<file path="src/rtl/ea_pkg.sv">
package ea_pkg;
  localparam int ADDR_W    = 32;
  localparam int SCALE_W   = 3;
  localparam int MAX_SHIFT = 4;
  localparam int REG_W     = 3;

  // Shift amount for a scale code; reserved codes fall back to x1.
  function automatic int unsigned shift_of(input logic [SCALE_W-1:0] code);
    if (int'(code) <= MAX_SHIFT) return int'(code);
    return 0;
  endfunction

  // Conditional one's complement; the +1 half of negation enters as carry.
  function automatic logic [ADDR_W-1:0] cond_invert(input logic [ADDR_W-1:0] v,
                                                    input logic inv);
    return v ^ {ADDR_W{inv}};
  endfunction
endpackage

</file>
<file path="src/rtl/ea_index_scaler.sv">
module ea_index_scaler
  import ea_pkg::*;
#(
  parameter int W    = ADDR_W,
  parameter int SCW  = SCALE_W,
  parameter int MAXS = MAX_SHIFT
) (
  input  logic           clk,
  input  logic           rst_n,
  input  logic [W-1:0]   data_idx,
  input  logic [W-1:0]   addr_idx,
  input  logic           idx_is_addr,
  input  logic           idx_suppress,
  input  logic [SCW-1:0] scale_code,
  input  logic           negate,
  output logic [W-1:0]   term,
  output logic           carry_in
);
  localparam int NOPT = MAXS + 1;

  logic [W-1:0] raw_idx;
  logic [W-1:0] gated_idx;
  logic [W-1:0] shifted;
  logic [W-1:0] cand [NOPT];

  assign raw_idx   = idx_is_addr ? addr_idx : data_idx;
  assign gated_idx = idx_suppress ? '0 : raw_idx;

  // One mux leg per legal shift amount.
  for (genvar s = 0; s < NOPT; s++) begin : g_leg
    assign cand[s] = gated_idx << s;
  end

  always_comb begin
    shifted = cand[0];
    for (int s = 0; s < NOPT; s++)
      if (shift_of(scale_code) == s) shifted = cand[s];
  end

  assign term     = cond_invert(shifted, negate);
  assign carry_in = negate;


  negate_twos_chk: assert property (@(posedge clk) disable iff (!rst_n)
    negate |-> (term + {{(W-1){1'b0}}, carry_in}) == (~shifted + 1'b1));

  suppress_zero_chk: assert property (@(posedge clk) disable iff (!rst_n)
    idx_suppress |-> (term + {{(W-1){1'b0}}, carry_in}) == '0);
endmodule

</file>
<file path="src/rtl/ea_adder3.sv">
module ea_adder3 #(
  parameter int W = 32
) (
  input  logic [W-1:0] base_term,
  input  logic [W-1:0] idx_term,
  input  logic [W-1:0] disp_term,
  input  logic         cin,
  output logic [W-1:0] sum
);
  assign sum = base_term + idx_term + disp_term + {{(W-1){1'b0}}, cin};
endmodule

</file>
<file path="src/rtl/ea_out_stage.sv">
module ea_out_stage #(
  parameter int W  = 32,
  parameter int RW = 3
) (
  input  logic          clk,
  input  logic          rst_n,
  input  logic          in_valid,
  input  logic [W-1:0]  sum,
  input  logic          direct,
  input  logic          wb_allowed,
  input  logic [RW-1:0] base_reg,
  output logic          out_valid,
  output logic [W-1:0]  ea_out,
  output logic          mem_req,
  output logic          to_alu,
  output logic          wb_en,
  output logic [RW-1:0] wb_reg,
  output logic [W-1:0]  wb_value
);
  always_ff @(posedge clk) begin
    if (!rst_n) begin
      out_valid <= 1'b0;
      mem_req   <= 1'b0;
      to_alu    <= 1'b0;
      wb_en     <= 1'b0;
      ea_out    <= '0;
      wb_value  <= '0;
      wb_reg    <= '0;
    end else begin
      out_valid <= in_valid;
      mem_req   <= in_valid & ~direct;
      to_alu    <= in_valid & direct;
      wb_en     <= in_valid & wb_allowed;
      if (in_valid) begin
        ea_out   <= sum;
        wb_value <= sum;
        wb_reg   <= base_reg;
      end
    end
  end


  route_excl_chk: assert property (@(posedge clk) disable iff (!rst_n)
    out_valid == (mem_req | to_alu));

  wb_needs_valid_chk: assert property (@(posedge clk) disable iff (!rst_n)
    wb_en |-> out_valid && wb_value == ea_out);

  idle_hold_chk: assert property (@(posedge clk) disable iff (!rst_n)
    !in_valid |=> !out_valid && $stable(ea_out) && $stable(wb_reg));
endmodule

</file>
<file path="src/rtl/eff_addr_gen.sv">
module eff_addr_gen
  import ea_pkg::*;
(
  input  logic              clk,
  input  logic              rst_n,
  input  logic              in_valid,
  input  logic [ADDR_W-1:0] base_val,
  input  logic [REG_W-1:0]  base_reg,
  input  logic              base_suppress,
  input  logic              base_update,
  input  logic [ADDR_W-1:0] data_idx,
  input  logic [ADDR_W-1:0] addr_idx,
  input  logic              idx_is_addr,
  input  logic              idx_suppress,
  input  logic [SCALE_W-1:0] scale_code,
  input  logic              negate,
  input  logic [ADDR_W-1:0] disp,
  input  logic              direct,
  output logic              out_valid,
  output logic [ADDR_W-1:0] ea_out,
  output logic              mem_req,
  output logic              to_alu,
  output logic              wb_en,
  output logic [REG_W-1:0]  wb_reg,
  output logic [ADDR_W-1:0] wb_value
);
  logic [ADDR_W-1:0] idx_term;
  logic              idx_cin;
  logic [ADDR_W-1:0] base_term;
  logic [ADDR_W-1:0] ea_sum;
  logic              wb_allowed;

  assign base_term  = base_suppress ? '0 : base_val;
  assign wb_allowed = base_update & ~base_suppress;

  ea_index_scaler #(.W(ADDR_W), .SCW(SCALE_W), .MAXS(MAX_SHIFT)) u_scaler (
    .clk(clk), .rst_n(rst_n),
    .data_idx(data_idx), .addr_idx(addr_idx), .idx_is_addr(idx_is_addr),
    .idx_suppress(idx_suppress), .scale_code(scale_code), .negate(negate),
    .term(idx_term), .carry_in(idx_cin)
  );

  ea_adder3 #(.W(ADDR_W)) u_adder (
    .base_term(base_term), .idx_term(idx_term), .disp_term(disp),
    .cin(idx_cin), .sum(ea_sum)
  );

  ea_out_stage #(.W(ADDR_W), .RW(REG_W)) u_out (
    .clk(clk), .rst_n(rst_n), .in_valid(in_valid), .sum(ea_sum),
    .direct(direct), .wb_allowed(wb_allowed), .base_reg(base_reg),
    .out_valid(out_valid), .ea_out(ea_out), .mem_req(mem_req),
    .to_alu(to_alu), .wb_en(wb_en), .wb_reg(wb_reg), .wb_value(wb_value)
  );


  ea_capture_chk: assert property (@(posedge clk) disable iff (!rst_n)
    in_valid |=> out_valid && ea_out == $past(ea_sum));

  no_wb_suppressed_chk: assert property (@(posedge clk) disable iff (!rst_n)
    (in_valid && base_suppress) |=> !wb_en);

  base_zero_chk: assert property (@(posedge clk) disable iff (!rst_n)
    (in_valid && base_suppress && idx_suppress) |=> ea_out == $past(disp));
endmodule

</file>
<file path="config.mk">
export PLATFORM = sky130hd
export DESIGN_NAME = eff_addr_gen
export DESIGN_NICKNAME = d
export VERILOG_FILES = /design/src/rtl/ea_pkg.sv /design/src/rtl/ea_index_scaler.sv /design/src/rtl/ea_adder3.sv /design/src/rtl/ea_out_stage.sv /design/src/rtl/eff_addr_gen.sv
export SDC_FILE = /design/constraint.sdc
export NUM_CORES = 1
export LEC_CHECK = 0
export BUFFER_PORTS_ARGS = -buffer_cell sky130_fd_sc_hd__buf_4
export CORE_MARGIN = 2
export CORE_UTILIZATION = 45
export DETAILED_ROUTE_END_ITERATION = 8
export PLACE_DENSITY = 0.82
export SETUP_SLACK_MARGIN = 0.02
export SKIP_LAST_GASP = 1
export SYNTH_ARGS = -nofsm -noshare
export SYNTH_HDL_FRONTEND = slang
export SYNTH_SLANG_ARGS = --single-unit
</file>
<file path="constraint.sdc">
create_clock -name clk -period 5.2 [get_ports clk]
set_clock_uncertainty 0.05 [all_clocks]
set_input_delay 0.52 -clock clk [delete_from_list [all_inputs] [get_ports clk]]
set_output_delay 0.52 -clock clk [all_outputs]
set_load 0.05 [all_outputs]
</file>
==> impl_metrics.toml <==
[synthesis]
synthFlopType = "dfxtp_1"
yosys.area.top_type = "dfxtp_1"
synth_top_area_share_pct = 12.8
syn-num-nets = 949
async_flop_share_pct = 0
ys_ff_latch = 39
avgSynthCellArea_um2 = 8.20
synth.area.top_cells = "dfxtp_1 13%, fa_1 10%, mux2i_1 10%"
synth.yosys.seq_area_share_pct = 12.8
ys_warn_count = 0
ys_types = 62
syn_area_mm2 = 0.00610
synth_edf_count = 0
synthCells = 744

[detailed_routing]
drt-wirelength-per-cell_um = 15.1
drc_errors = 0
drt_iter0_markers = 288
dr.pass1.iters = 5
dr_total_vias = 5816
vias_per_cell = 5.46
routed_wirelength_um = 16100
antenna_left = 0

[critical_path]
path_cells = "buf_4 > mux2i_1 > or2_2 > or4b_1 > o21ai_0 > xor2_1 > fa_1 > fa_1 > a21oi_1 > o21ai_0 > nand2_1 > o21ai_4 > a2111oi_4 > nor3_1 > a311oi_1 > xor2_1 > o22ai_1"
path_max_fanout = 21
crit_slowest_cell = "fa_1"
crit_family = "compound AO/OA/AOI/OAI gates"
cp.required_ps = 5290
critPathBufInv = 1
crit_type = "in -> reg"
worstSetupEndpointType = "register"
critPathLaunchType = "input pin"
max_stage_delay_ps = 510
worstPathArrival_ps = 4850

[cts]
post-cts-setup-buffers = 0
cts_sinks = 39
path_clk_slew_ps = 60
postCtsHoldBufs = 0
h-tree-depth = 2
cts_resized = 0
clkLatencyLatePin_ps = 280
cts_buffers = 5
cts_tree = "done"
cts_root_buf = "clkbuf_16"
cts.path.max_buffers = 2

[cells_and_area]
seqCellArea_um2 = 781
final_cell_mix = "224 x buf_4, 62 x mux2i_1, 62 x nor2b_1, 50 x xnor2_1, 50 x o21ai_0"
multi_input_area_mm2 = 0.00482
insertedDiodeCount = 0
drive_gt1_share_pct = 30.3
largest_reg_flops = 32
final_common_cell = "buf_4"
fin_nets = 1094
finish.instance_area_mm2 = 0.00770
fillCellCount = 1233
syn2layout_area_growth_pct = 26.3

[placed_design]
dpl_cell_area_mm2 = 0.00753
place_ws_ps = 159
port_buffers = 213
dp_hpwl_um = 13400
place_congestion = 0.924

[worst_hold_path]
hold_path_class = "in -> reg"

[global_routing]
gr-total-overflow = 0
grt_antenna_before_repair = 0
grt_pass1_wl_um = 25900
grt_max_degree = 52
track_usage_pct = 21.7
grt_pass1_vias = 5312

[timing]
slew_violations = 0
relSlewSlack_pct = 49.4
fin_crit_sh_pct = 91.5
grt_setup_unrepaired = "no"
tightest_slew_ps = 757
max_freq_mhz = 210
fin_tns_setup_ps = 0
hold_violations = 0
period_needed_ps = 4760
finalSetupViolations = 0
layout_setup_ws_ps = 443

[flow_run]
cap_violations = 0

[floorplan]
rows = 42
coreArea_mm2 = 0.0132
die_w_um = 120
chipHeight_um = 120
design.die.area_mm2 = 0.0145
ios = 214
start_util_pct = 46.1

[power_and_ir_drop]
powerDensity_mw_per_mm2 = 378
p_total_uw = 2910
power_leakage_uw = 0.00353
peakVddDrop_mv = 0.191

[outcome]
status = "complete, no violations"
-- where the power goes --
group	internal, µW	switching, µW	total, µW
Sequential	380	64.4	444
Clock	238	117	355
Combinational	806	1300	2110
Total	1420	1480	2910
-- metrics by stage --
step / hold slack [ps] / cells / utilization, %
after detailed placement: 444 / 1058 / 56.9
final: 345 / 1066 / 58.2
after floorplan: 542 / 744 / -
after CTS: 338 / 1066 / 58.2
after global placement: 438 / 1058 / 56.9
after global routing: 344 / 1066 / 58.2
-- layout make-up --
class	count	area share, %
clock buffer	6	1.80
clock inverter	2	0.455
inverter	8	0.390
multi-input combinational	611	62.5
sequential	39	10.1
tap	176	2.86
timing repair buffer	224	21.8
-- logic make-up after synthesis --
kind of cell             count (synthesis)  synth area share (%)
AO/OA/AOI/OAI                          198                  22.1
XOR/XNOR                                65                  9.34
adder cells (fa/ha/maj)                 62                  16.5
buffers and inverters                   94                  8.19
flip-flops                              39                  12.8
multiplexers                            70                  12.6
AND/OR/NAND/NOR                        216                  18.5
-- worst reg2reg max path: stages (launching register included) --
cell and delay [ps]:
dfxtp_1 340, o21ai_0 180, a21oi_1 60
-- synth_stat cells, types with 4 or more instances --
cell	number
nand3_1	11
dfxtp_1	39
nand2_1	45
mux2i_1	62
mux4_2	5
inv_1	8
xnor2_1	50
nor2b_1	62
or2_2	16
nor2_1	48
a21o_1	13
buf_2	6
a22oi_1	10
clkbuf_1	37
a21oi_1	44
xor2_1	15
buf_4	33
o22ai_1	4
o211ai_1	15
nor3_1	8
ha_1	31
a211oi_1	7
nand3b_1	5
o221ai_1	17
buf_1	8
o311ai_0	6
fa_1	31
o21ai_0	50
-- worst paths after layout --
path / from / endpoint / slack [ps] / cells after the start
setup / recovery: idx_is_addr / u_out.ea_out[24] / 440 / 17
setup reg to reg: u_out.ea_out[31] / u_out.ea_out[31] / 4440 / 2
hold / removal: direct / u_out.mem_req / 340 / 2
hold reg to reg: u_out.ea_out[28] / u_out.ea_out[28] / 450 / 2
-- layer usage --
metal  global-route usage (%)  routed length [µm]  vias to the layer above  share of wire (%)
met5                        0                   0                        -                  0
met4                     6.69                 335                        0                2.1
met3                     2.17                1030                       21                6.4
met2                     35.0                7480                      236                 46
met1                     30.5                7280                     2648                 45
li1                         -                   -                     2911                  -
Note: power is estimated with default switching activity, not from simulation.
